`src/rtl/sram_ctrl_pkg.sv`:
```
package sram_ctrl_pkg;

  typedef enum logic [2:0] {
    PH_IDLE,
    PH_RD_ACC,
    PH_RD_TURN,
    PH_WR_SETUP,
    PH_WR_PULSE,
    PH_WR_HOLD
  } phase_e;

  // rounded-up cycle count for a minimum time, never below one cycle
  function automatic int ns_to_cycles(input int t_ns, input int clk_ns);
    int c;
    c = (t_ns + clk_ns - 1) / clk_ns;
    return (c < 1) ? 1 : c;
  endfunction

  function automatic int imax(input int a, input int b);
    return (a > b) ? a : b;
  endfunction

endpackage

```
`src/rtl/sram_phase_timer.sv`:
```
module sram_phase_timer #(
  parameter int CNT_W = 4
) (
  input  logic             clk,
  input  logic             rst_n,
  input  logic             load,
  input  logic [CNT_W-1:0] load_val,
  output logic             done
);

  logic [CNT_W-1:0] cnt_q;

  always_ff @(posedge clk) begin
    if (!rst_n)             cnt_q <= '0;
    else if (load)          cnt_q <= load_val;
    else if (cnt_q != '0)   cnt_q <= cnt_q - 1'b1;
  end

  assign done = (cnt_q == '0);

endmodule

```
`src/rtl/sram_lane_map.sv`:
```
module sram_lane_map #(
  parameter int LANES  = 4,
  parameter int LANE_W = 9,
  parameter int DATA_W = LANES * LANE_W
) (
  input  logic              active,
  input  logic [LANES-1:0]  mask,
  input  logic [DATA_W-1:0] dq_in,
  output logic [LANES-1:0]  ce_n,
  output logic [DATA_W-1:0] rd_masked
);

  for (genvar k = 0; k < LANES; k++) begin : g_lane
    assign ce_n[k] = ~(active & mask[k]);
    assign rd_masked[k*LANE_W +: LANE_W] = mask[k] ? dq_in[k*LANE_W +: LANE_W] : '0;
  end

endmodule

```
`src/rtl/sram_lane_ctrl.sv`:
```
module sram_lane_ctrl
  import sram_ctrl_pkg::*;
#(
  parameter int ADDR_W  = 20,
  parameter int LANES   = 4,
  parameter int LANE_W  = 9,
  parameter int CLK_NS  = 10,
  parameter int T_RC_NS = 15,
  parameter int T_AA_NS = 15,
  parameter int T_WC_NS = 15,
  parameter int T_WP_NS = 12,
  parameter int T_AW_NS = 12,
  parameter int T_DW_NS = 10,
  parameter int T_AS_NS = 0,
  parameter int T_DH_NS = 0,
  parameter int T_HZ_NS = 7
) (
  input  logic                      clk,
  input  logic                      rst_n,
  input  logic                      req_valid,
  output logic                      req_ready,
  input  logic                      req_write,
  input  logic [ADDR_W-1:0]         req_addr,
  input  logic [LANES-1:0]          req_lanes,
  input  logic [LANES*LANE_W-1:0]   req_wdata,
  output logic                      rsp_valid,
  output logic [LANES*LANE_W-1:0]   rsp_rdata,
  output logic [ADDR_W-1:0]         mem_addr,
  output logic [LANES-1:0]          mem_ce_n,
  output logic                      mem_we_n,
  output logic                      mem_oe_n,
  output logic [LANES*LANE_W-1:0]   mem_dq_out,
  output logic                      mem_dq_oe,
  input  logic [LANES*LANE_W-1:0]   mem_dq_in
);

  localparam int DATA_W = LANES * LANE_W;
  localparam int RD_CYC = imax(ns_to_cycles(T_AA_NS, CLK_NS), ns_to_cycles(T_RC_NS, CLK_NS));
  localparam int HZ_CYC = ns_to_cycles(T_HZ_NS, CLK_NS);
  localparam int AS_CYC = ns_to_cycles(T_AS_NS, CLK_NS);
  localparam int WP_CYC = imax(ns_to_cycles(T_WP_NS, CLK_NS),
                               imax(ns_to_cycles(T_AW_NS, CLK_NS), ns_to_cycles(T_DW_NS, CLK_NS)));
  localparam int WC_CYC = ns_to_cycles(T_WC_NS, CLK_NS);
  localparam int DH_CYC = imax(ns_to_cycles(T_DH_NS, CLK_NS), WC_CYC - AS_CYC - WP_CYC);
  localparam int MAX_CYC = imax(imax(RD_CYC, HZ_CYC), imax(imax(AS_CYC, WP_CYC), DH_CYC));
  localparam int CNT_W  = $clog2(MAX_CYC + 1);

  phase_e              ph_q, ph_d;
  logic [ADDR_W-1:0]   a_addr_q;
  logic [LANES-1:0]    a_lanes_q;
  logic [DATA_W-1:0]   a_wdata_q;
  logic                t_load, t_done;
  logic [CNT_W-1:0]    t_val;
  logic                lanes_active;
  logic [DATA_W-1:0]   rd_masked;

  // phase sequencing
  always_comb begin
    ph_d = ph_q;
    unique case (ph_q)
      PH_IDLE:     if (req_valid) ph_d = req_write ? PH_WR_SETUP : PH_RD_ACC;
      PH_RD_ACC:   if (t_done) ph_d = PH_RD_TURN;
      PH_RD_TURN:  if (t_done) ph_d = PH_IDLE;
      PH_WR_SETUP: if (t_done) ph_d = PH_WR_PULSE;
      PH_WR_PULSE: if (t_done) ph_d = PH_WR_HOLD;
      PH_WR_HOLD:  if (t_done) ph_d = PH_IDLE;
      default:     ph_d = PH_IDLE;
    endcase
  end

  // length of the phase being entered
  always_comb begin
    t_load = (ph_d != ph_q);
    unique case (ph_d)
      PH_RD_ACC:   t_val = CNT_W'(RD_CYC - 1);
      PH_RD_TURN:  t_val = CNT_W'(HZ_CYC - 1);
      PH_WR_SETUP: t_val = CNT_W'(AS_CYC - 1);
      PH_WR_PULSE: t_val = CNT_W'(WP_CYC - 1);
      PH_WR_HOLD:  t_val = CNT_W'(DH_CYC - 1);
      default:     t_val = '0;
    endcase
  end

  sram_phase_timer #(.CNT_W(CNT_W)) i_timer (
    .clk      (clk),
    .rst_n    (rst_n),
    .load     (t_load),
    .load_val (t_val),
    .done     (t_done)
  );

  always_ff @(posedge clk) begin
    if (!rst_n) begin
      ph_q      <= PH_IDLE;
      a_addr_q  <= '0;
      a_lanes_q <= '0;
      a_wdata_q <= '0;
    end else begin
      ph_q <= ph_d;
      if (ph_q == PH_IDLE && req_valid) begin
        a_addr_q  <= req_addr;
        a_lanes_q <= req_lanes;
        a_wdata_q <= req_wdata;
      end
    end
  end

  assign lanes_active = (ph_q == PH_RD_ACC)   || (ph_q == PH_WR_SETUP) ||
                        (ph_q == PH_WR_PULSE) || (ph_q == PH_WR_HOLD);

  sram_lane_map #(.LANES(LANES), .LANE_W(LANE_W), .DATA_W(DATA_W)) i_lanes (
    .active    (lanes_active),
    .mask      (a_lanes_q),
    .dq_in     (mem_dq_in),
    .ce_n      (mem_ce_n),
    .rd_masked (rd_masked)
  );

  // read return
  always_ff @(posedge clk) begin
    if (!rst_n) begin
      rsp_valid <= 1'b0;
      rsp_rdata <= '0;
    end else begin
      rsp_valid <= (ph_q == PH_RD_ACC) && t_done;
      if ((ph_q == PH_RD_ACC) && t_done) rsp_rdata <= rd_masked;
    end
  end

  assign req_ready  = (ph_q == PH_IDLE);
  assign mem_addr   = a_addr_q;
  assign mem_oe_n   = (ph_q != PH_RD_ACC);
  assign mem_we_n   = (ph_q != PH_WR_PULSE);
  assign mem_dq_oe  = (ph_q == PH_WR_PULSE) || (ph_q == PH_WR_HOLD);
  assign mem_dq_out = a_wdata_q;

endmodule

```
`config.mk`:
```
export PLATFORM = sky130hd
export DESIGN_NAME = sram_lane_ctrl
export DESIGN_NICKNAME = d
export VERILOG_FILES = /design/src/rtl/sram_ctrl_pkg.sv /design/src/rtl/sram_phase_timer.sv /design/src/rtl/sram_lane_map.sv /design/src/rtl/sram_lane_ctrl.sv
export SDC_FILE = /design/constraint.sdc
export NUM_CORES = 1
export LEC_CHECK = 0
export ABC_AREA = 1
export CORE_ASPECT_RATIO = 0.8
export CORE_MARGIN = 5
export CORE_UTILIZATION = 65
export CTS_CLUSTER_SIZE = 16
export DETAILED_ROUTE_END_ITERATION = 8
export DONT_BUFFER_PORTS = 1
export GPL_TIMING_DRIVEN = 0
export PLACE_DENSITY = 0.81
export SLEW_MARGIN = 40
export SYNTH_ARGS = -nofsm -noshare
export SYNTH_HDL_FRONTEND = slang
export SYNTH_SLANG_ARGS = --single-unit
```
`constraint.sdc`:
```
create_clock -name clk -period 2.3 [get_ports clk]
set_input_delay 0.46 -clock clk [delete_from_list [all_inputs] [get_ports clk]]
set_output_delay 0.46 -clock clk [all_outputs]
set_load 0.02 [all_outputs]
```
# Word level (Yosys, flattened, before mapping)
# Cells that the tools add are included.
classes:
  add_sub_neg: 1
  eq_ne: 10
  n_mux: 14
  n_bitwise: 8
  n_reduce_logical: 12
op_table:
  columns: ["op", "count"]
  rows:
  - ["9-bit 2-to-1 mux", 4]
  - ["3-bit 2-to-1 mux", 5]
  - ["3-bit case mux with 5 select lines", 1]
  - ["3-bit equality test, second input constant", 3]
  - ["3-bit by 1-bit equality test with 1-bit output, second input constant", 2]
  - ["3-bit by 2-bit equality test with 1-bit output, second input constant", 2]
  - ["2-bit 2-to-1 mux", 3]
  - ["1-bit bitwise AND", 4]
  - ["1-bit logical OR", 4]
  - ["1-bit inverter", 4]
  - ["2-bit nonzero test", 2]
  - ["2-bit OR reduction", 2]
  - ["3-bit logical NOT", 1]
  - ["3-bit by 1-bit inequality test with 1-bit output, second input constant", 1]
  - ["3-bit inequality test", 1]
  - ["3-bit inequality test, second input constant", 1]
  - ["1-bit logical AND", 2]
  - ["2-bit logical NOT", 1]
  - ["2-bit by 1-bit subtractor with 2-bit output, second input constant", 1]
  - ["1-bit 2-to-1 mux", 1]
totals:
  reg_bits: 102
  input_bits: 100
  output_inout_bits: 101

# Logic depth before layout (Yosys ltp)
depth:
  depth_word: 7
  mapped_depth: 12

# By module
# Synthesis repeated with hierarchy kept, for this count alone.
hier_totals:
  hier_cells: 574
  area_unflattened_um2: 4332.9
by_module_without_submodules:
  columns: ["module", "instances", "cells_per_inst", "area_per_inst_um2", "seq_area_each_um2"]
  rows:
  - ["sram_lane_ctrl", 1, 478, 3892.5, 2001.9]
  - ["sram_lane_map", 1, 80, 330.3, 0.0]
  - ["sram_phase_timer", 1, 16, 110.1, 40.0]

# Worst setup path before layout
# Ideal clock, no wire load.
synth_timing:
  path_kind: "reg-to-reg"
  from: "register i_timer.cnt_q[0]"
  to: "register i_timer.cnt_q[0]"
  t_arrival_ns: 1.349
  setup_slack_ns: 0.838
  path_stages_with_launch: 12
  n_path_buf: 1
  period_less_slack_ns: 1.462
  path_cell_list: "dfxtp_1 > inv_1 > ha_1 > buf_2 > nor3_1 > inv_1 > nand3_1 > nor2_1 > nand2_1 > inv_1 > nor2_1 > nor2_1"
synth_via:
  elab_chain_len: 7
  word_cells_on_any_way: 16
  cone_classes: "1 x add/sub; 3 x eq/ne; 8 x mux; 4 x reduce/logical"
synth_rtl:
  columns: ["item", "line", "rtl"]
  rows:
  - ["from (decl)", "sram_phase_timer.sv:11", "logic [CNT_W-1:0] cnt_q;"]
  - ["from (signal assigned)", "sram_phase_timer.sv:15", "else if (load) cnt_q <= load_val;"]
  - ["from (signal assigned)", "sram_phase_timer.sv:16", "else if (cnt_q != '0) cnt_q <= cnt_q - 1'b1;"]
  - ["2-bit logical NOT", "sram_phase_timer.sv:19", "assign done = (cnt_q == '0);"]
  - ["3-bit 2-to-1 mux (on tied branches)", null, null]
  - ["3-bit case mux with 5 select lines", "sram_lane_ctrl.sv:60", "unique case (ph_q)"]
  - ["3-bit equality test or 3-bit by 1-bit equality test with 1-bit output (tied branches)", "sram_lane_ctrl.sv:74", "unique case (ph_d)"]
  - ["2-bit OR reduction (no line)", null, null]
  - ["1-bit 2-to-1 mux", "sram_lane_ctrl.sv:74", null]
  - ["2-bit 2-to-1 mux", "sram_phase_timer.sv:15", null]
# Several ways; a longest one is shown, not always the timed one. The select of a mux whose other input is x is not followed.
# A chain may end at the register's enable or synchronous reset.

# Worst setup path in the final report
layout_timing:
  from: "register ph_q[2]"
  to: "output mem_ce_n[2]"
layout_via:
  elab_chain_len: 6
  word_cells_on_any_way: 9
  cone_classes: "4 x eq/ne; 2 x bitwise; 3 x reduce/logical"
layout_rtl:
  columns: ["item", "line", "rtl"]
  rows:
  - ["from (decl)", "sram_lane_ctrl.sv:48", "phase_e ph_q, ph_d;"]
  - ["from (signal assigned)", "sram_lane_ctrl.sv:99", "ph_q <= ph_d;"]
  - ["3-bit by 1-bit equality test with 1-bit output or 3-bit by 2-bit equality test with 1-bit output (tied branches)", "sram_lane_ctrl.sv:108", "assign lanes_active = (ph_q == PH_RD_ACC) || (ph_q == PH_WR_SETUP) ||"]
  - ["1-bit logical OR (2 in series)", "sram_lane_ctrl.sv:108", null]
  - ["1-bit logical OR *", "sram_lane_ctrl.sv:109", "(ph_q == PH_WR_PULSE) || (ph_q == PH_WR_HOLD);"]
  - ["1-bit bitwise AND *", "sram_lane_map.sv:14", "assign ce_n[k] = ~(active & mask[k]);"]
  - ["1-bit inverter *", "sram_lane_map.sv:14", null]
  - ["to (decl)", "sram_lane_ctrl.sv:29", "output logic [LANES-1:0] mem_ce_n,"]
# Every way passes the cells marked *; elsewhere a longest branch is shown, timed or not.

==> impl_metrics.tcl <==
set metrics [dict create \
    cts_num_sinks 102 \
    hpwl_um 7520 \
    synth_area_um2 3880 \
    rows 25 \
    die_h_um 79.2 \
    final.min_clock_period_ns 2.05 \
    drt_pre_antenna_iters 7 \
    yosys_warnings 0 \
    cp_data_arrival_time_ns 1.59 \
    ctsLongestPathBuffers 2 \
    numCtsBuffers 9 \
    max_freq_mhz 487 \
    path_delay_family "compound AO/OA/AOI/OAI gates" \
    final_cell_area_um2 4190 \
    portBuffers 0 \
    final_layout_size_suffix_gt1_frac 0.0927 \
    synthesis.area_per_instance_um2 7.90 \
    power.ir.vdd_worst_uv 574 \
    antenna_found_initial 0 \
    core-area_um2 5850 \
    cts.root.buffer_cell "sky130_fd_sc_hd__clkbuf_8" \
    chipWidth_um 96.4 \
    drt_first_iter_violations 156 \
    final-hold-violation-count 0 \
    worst_clock_skew_ns 0.0115 \
    worst_setup_path_start_kind "flip-flop" \
    ordered_list_of_cells_on_the_worst_path "buf_6 -> nor2_4 -> a21oi_1 -> nand2_1" \
    final_setup_violating_endpoints 0 \
    fin_tns_setup_ns 0 \
    crit_slowest_cell "sky130_fd_sc_hd__a21oi_1" \
    cp-end-kind "output pin" \
    post-route-drc-count 0 \
    cts_setup_buffers 0 \
    cap_viol_max_count 0 \
    cts_tree "done" \
    critical_path.max_fanout 10 \
    cellLeakagePower_nw 1.77 \
    postCtsHoldBufs 0 \
    antenna-diode-count 0 \
    crit_required_ns 1.84 \
    syn_inst 492 \
    layout_commonest_cell "sky130_fd_sc_hd__nand2_1" \
    post_route_worst_hold_slack_ns 0.227 \
    route.vias.total 3308 \
    max_slew_margin 0.666 \
    synth_cell_type_count 23 \
    layout_common_cells "sky130_fd_sc_hd__nand2_1 (178), sky130_fd_sc_hd__dfxtp_1 (102), sky130_fd_sc_hd__nand3_1 (76)" \
    wl_per_cell_um 16.7 \
    worst-setup-path-type "flip-flop to output pin" \
    clk_pin_slew_ns 0.09 \
    clock_h_tree_levels 3 \
    initial_core_util 0.664 \
    slew_violations 0 \
    fin_crit_sh 0.893 \
    via_per_inst 5.63 \
    grt_pass1_vias 3103 \
    netlist_top_cells_area "sky130_fd_sc_hd__dfxtp_1 (53%), sky130_fd_sc_hd__nand2_1 (17%), sky130_fd_sc_hd__nand3_1 (9.8%)" \
    clk-insertion-delay-late_ns 0.37 \
    final_net_count 604 \
    synth-seq-cells 102 \
    io_pins 201 \
    fill_cells 482 \
    delay_of_the_slowest_cell_on_the_worst_path_ns 0.40 \
    cts.repair.resized 0 \
    die_area_um2 7630 \
    first_pass_grt_wire_length_um 15000 \
    power_density_nw_per_um2 1020 \
    critical_path_buf_inv_count 1 \
    finalWeightedCongestion 0.827 \
    area_growth_syn_to_layout_pct 7.86 \
    outcome "complete, no violations" \
    net_count_synth 593 \
    globalRouteOverflowTotal 0 \
    grt_setup_unrepaired "no" \
    synth.yosys.seq_area_share 0.526 \
    postRouteAntennaNets 0 \
    hold_path.class "input pin to flip-flop" \
    synth_top_area_frac 0.526 \
    largest_net_degree_at_the_start_of_global_routing 16 \
    drt_wl_total_um 9840 \
    grt.total_usage 0.259 \
    postPlaceCellArea_um2 3990 \
    worst_slew_pin_slew_ns 0.501 \
    synth_area_leader_cell "sky130_fd_sc_hd__dfxtp_1" \
]
-- power by group --
group	switching, mW	internal, mW
clock	0.568	0.606
combinational	0.579	0.310
sequential	0.273	1.93
total	1.42	2.84
-- worst paths after layout --
kind                                         to                     startpoint  slack (ns)  depth (start not counted)
hold / removal        rsp_rdata[5]$_SDFFE_PN0P_                   mem_dq_in[5]        0.23                          2
setup / recovery                    mem_ce_n[2]             ph_q[2]$_SDFF_PN0_        0.25                          4
setup reg to reg  i_timer.cnt_q[0]$_SDFFE_PN0P_  i_timer.cnt_q[0]$_SDFFE_PN0P_        0.63                         11
hold reg to reg       a_lanes_q[3]$_SDFFE_PN0P_      a_lanes_q[3]$_SDFFE_PN0P_        0.47                          2
-- cell families (layout without fill, tap and decap cells) --
group,after synthesis,after routing,synth area share
adder cells (fa/ha/maj),1,1,0.00322
AO/OA/AOI/OAI,65,65,0.0844
buffers and inverters,48,63,0.0741
AND/OR/NAND/NOR,275,275,0.310
XOR/XNOR,1,1,0.00225
flip-flops,102,102,0.526
-- flip-flops by register name (all words and copies together) (netlist names) --
signal and count:
rsp_rdata 36, mem_dq_out 36, a_lanes_q 4, mem_addr 20
rsp_valid 1, ph_q 3, i_timer.cnt_q 2
-- layout make-up --
| type | instances | area (um^2) | area share |
|---|---|---|---|
| inverter | 12 | 45.0 | 0.0107 |
| buffer | 36 | 243 | 0.0579 |
| tap | 81 | 101 | 0.0242 |
| clock inverter | 4 | 72.6 | 0.0173 |
| clock buffer | 11 | 131 | 0.0314 |
| multi-input combinational | 342 | 1560 | 0.371 |
| sequential | 102 | 2040 | 0.487 |
-- Yosys cell counts --
cell                         n
sky130_fd_sc_hd__nor2_4      2
sky130_fd_sc_hd__o21ai_0     1
sky130_fd_sc_hd__nand3_4     2
sky130_fd_sc_hd__nor2_1      8
sky130_fd_sc_hd__nand4_1     3
sky130_fd_sc_hd__a21oi_1    62
sky130_fd_sc_hd__buf_4       4
sky130_fd_sc_hd__inv_2       4
sky130_fd_sc_hd__dfxtp_1   102
sky130_fd_sc_hd__a31oi_1     2
sky130_fd_sc_hd__nand3_1    76
sky130_fd_sc_hd__inv_1       8
sky130_fd_sc_hd__xor2_1      1
sky130_fd_sc_hd__nand2_2     1
sky130_fd_sc_hd__clkbuf_1   12
sky130_fd_sc_hd__nor2_8      1
sky130_fd_sc_hd__buf_1       1
sky130_fd_sc_hd__nor3_1      3
sky130_fd_sc_hd__buf_6      11
sky130_fd_sc_hd__buf_2       8
sky130_fd_sc_hd__ha_1        1
sky130_fd_sc_hd__nand3_2     1
sky130_fd_sc_hd__nand2_1   178
-- per-layer routing --
| layer | up-vias | GRT usage | part of all wire |
|---|---|---|---|
| met4 | 0 | 0.111 | 0.020 |
| met2 | 178 | 0.416 | 0.49 |
| met5 | - | 0 | 0 |
| met1 | 1492 | 0.286 | 0.35 |
| met3 | 20 | 0.134 | 0.14 |
| li1 | 1618 | - | - |
-- metrics by stage --
stage	setup slack (ns)	util	cells	total power, mW
global placement	0.633	0.681	573	3.09
detailed placement	0.640	0.681	573	3.12
finish	0.246	0.716	588	4.26
global route	0.111	0.716	588	4.51
CTS	0.232	0.716	588	4.28
floorplan	0.838	-	492	2.92
Power figures use the tool's default switching activity.
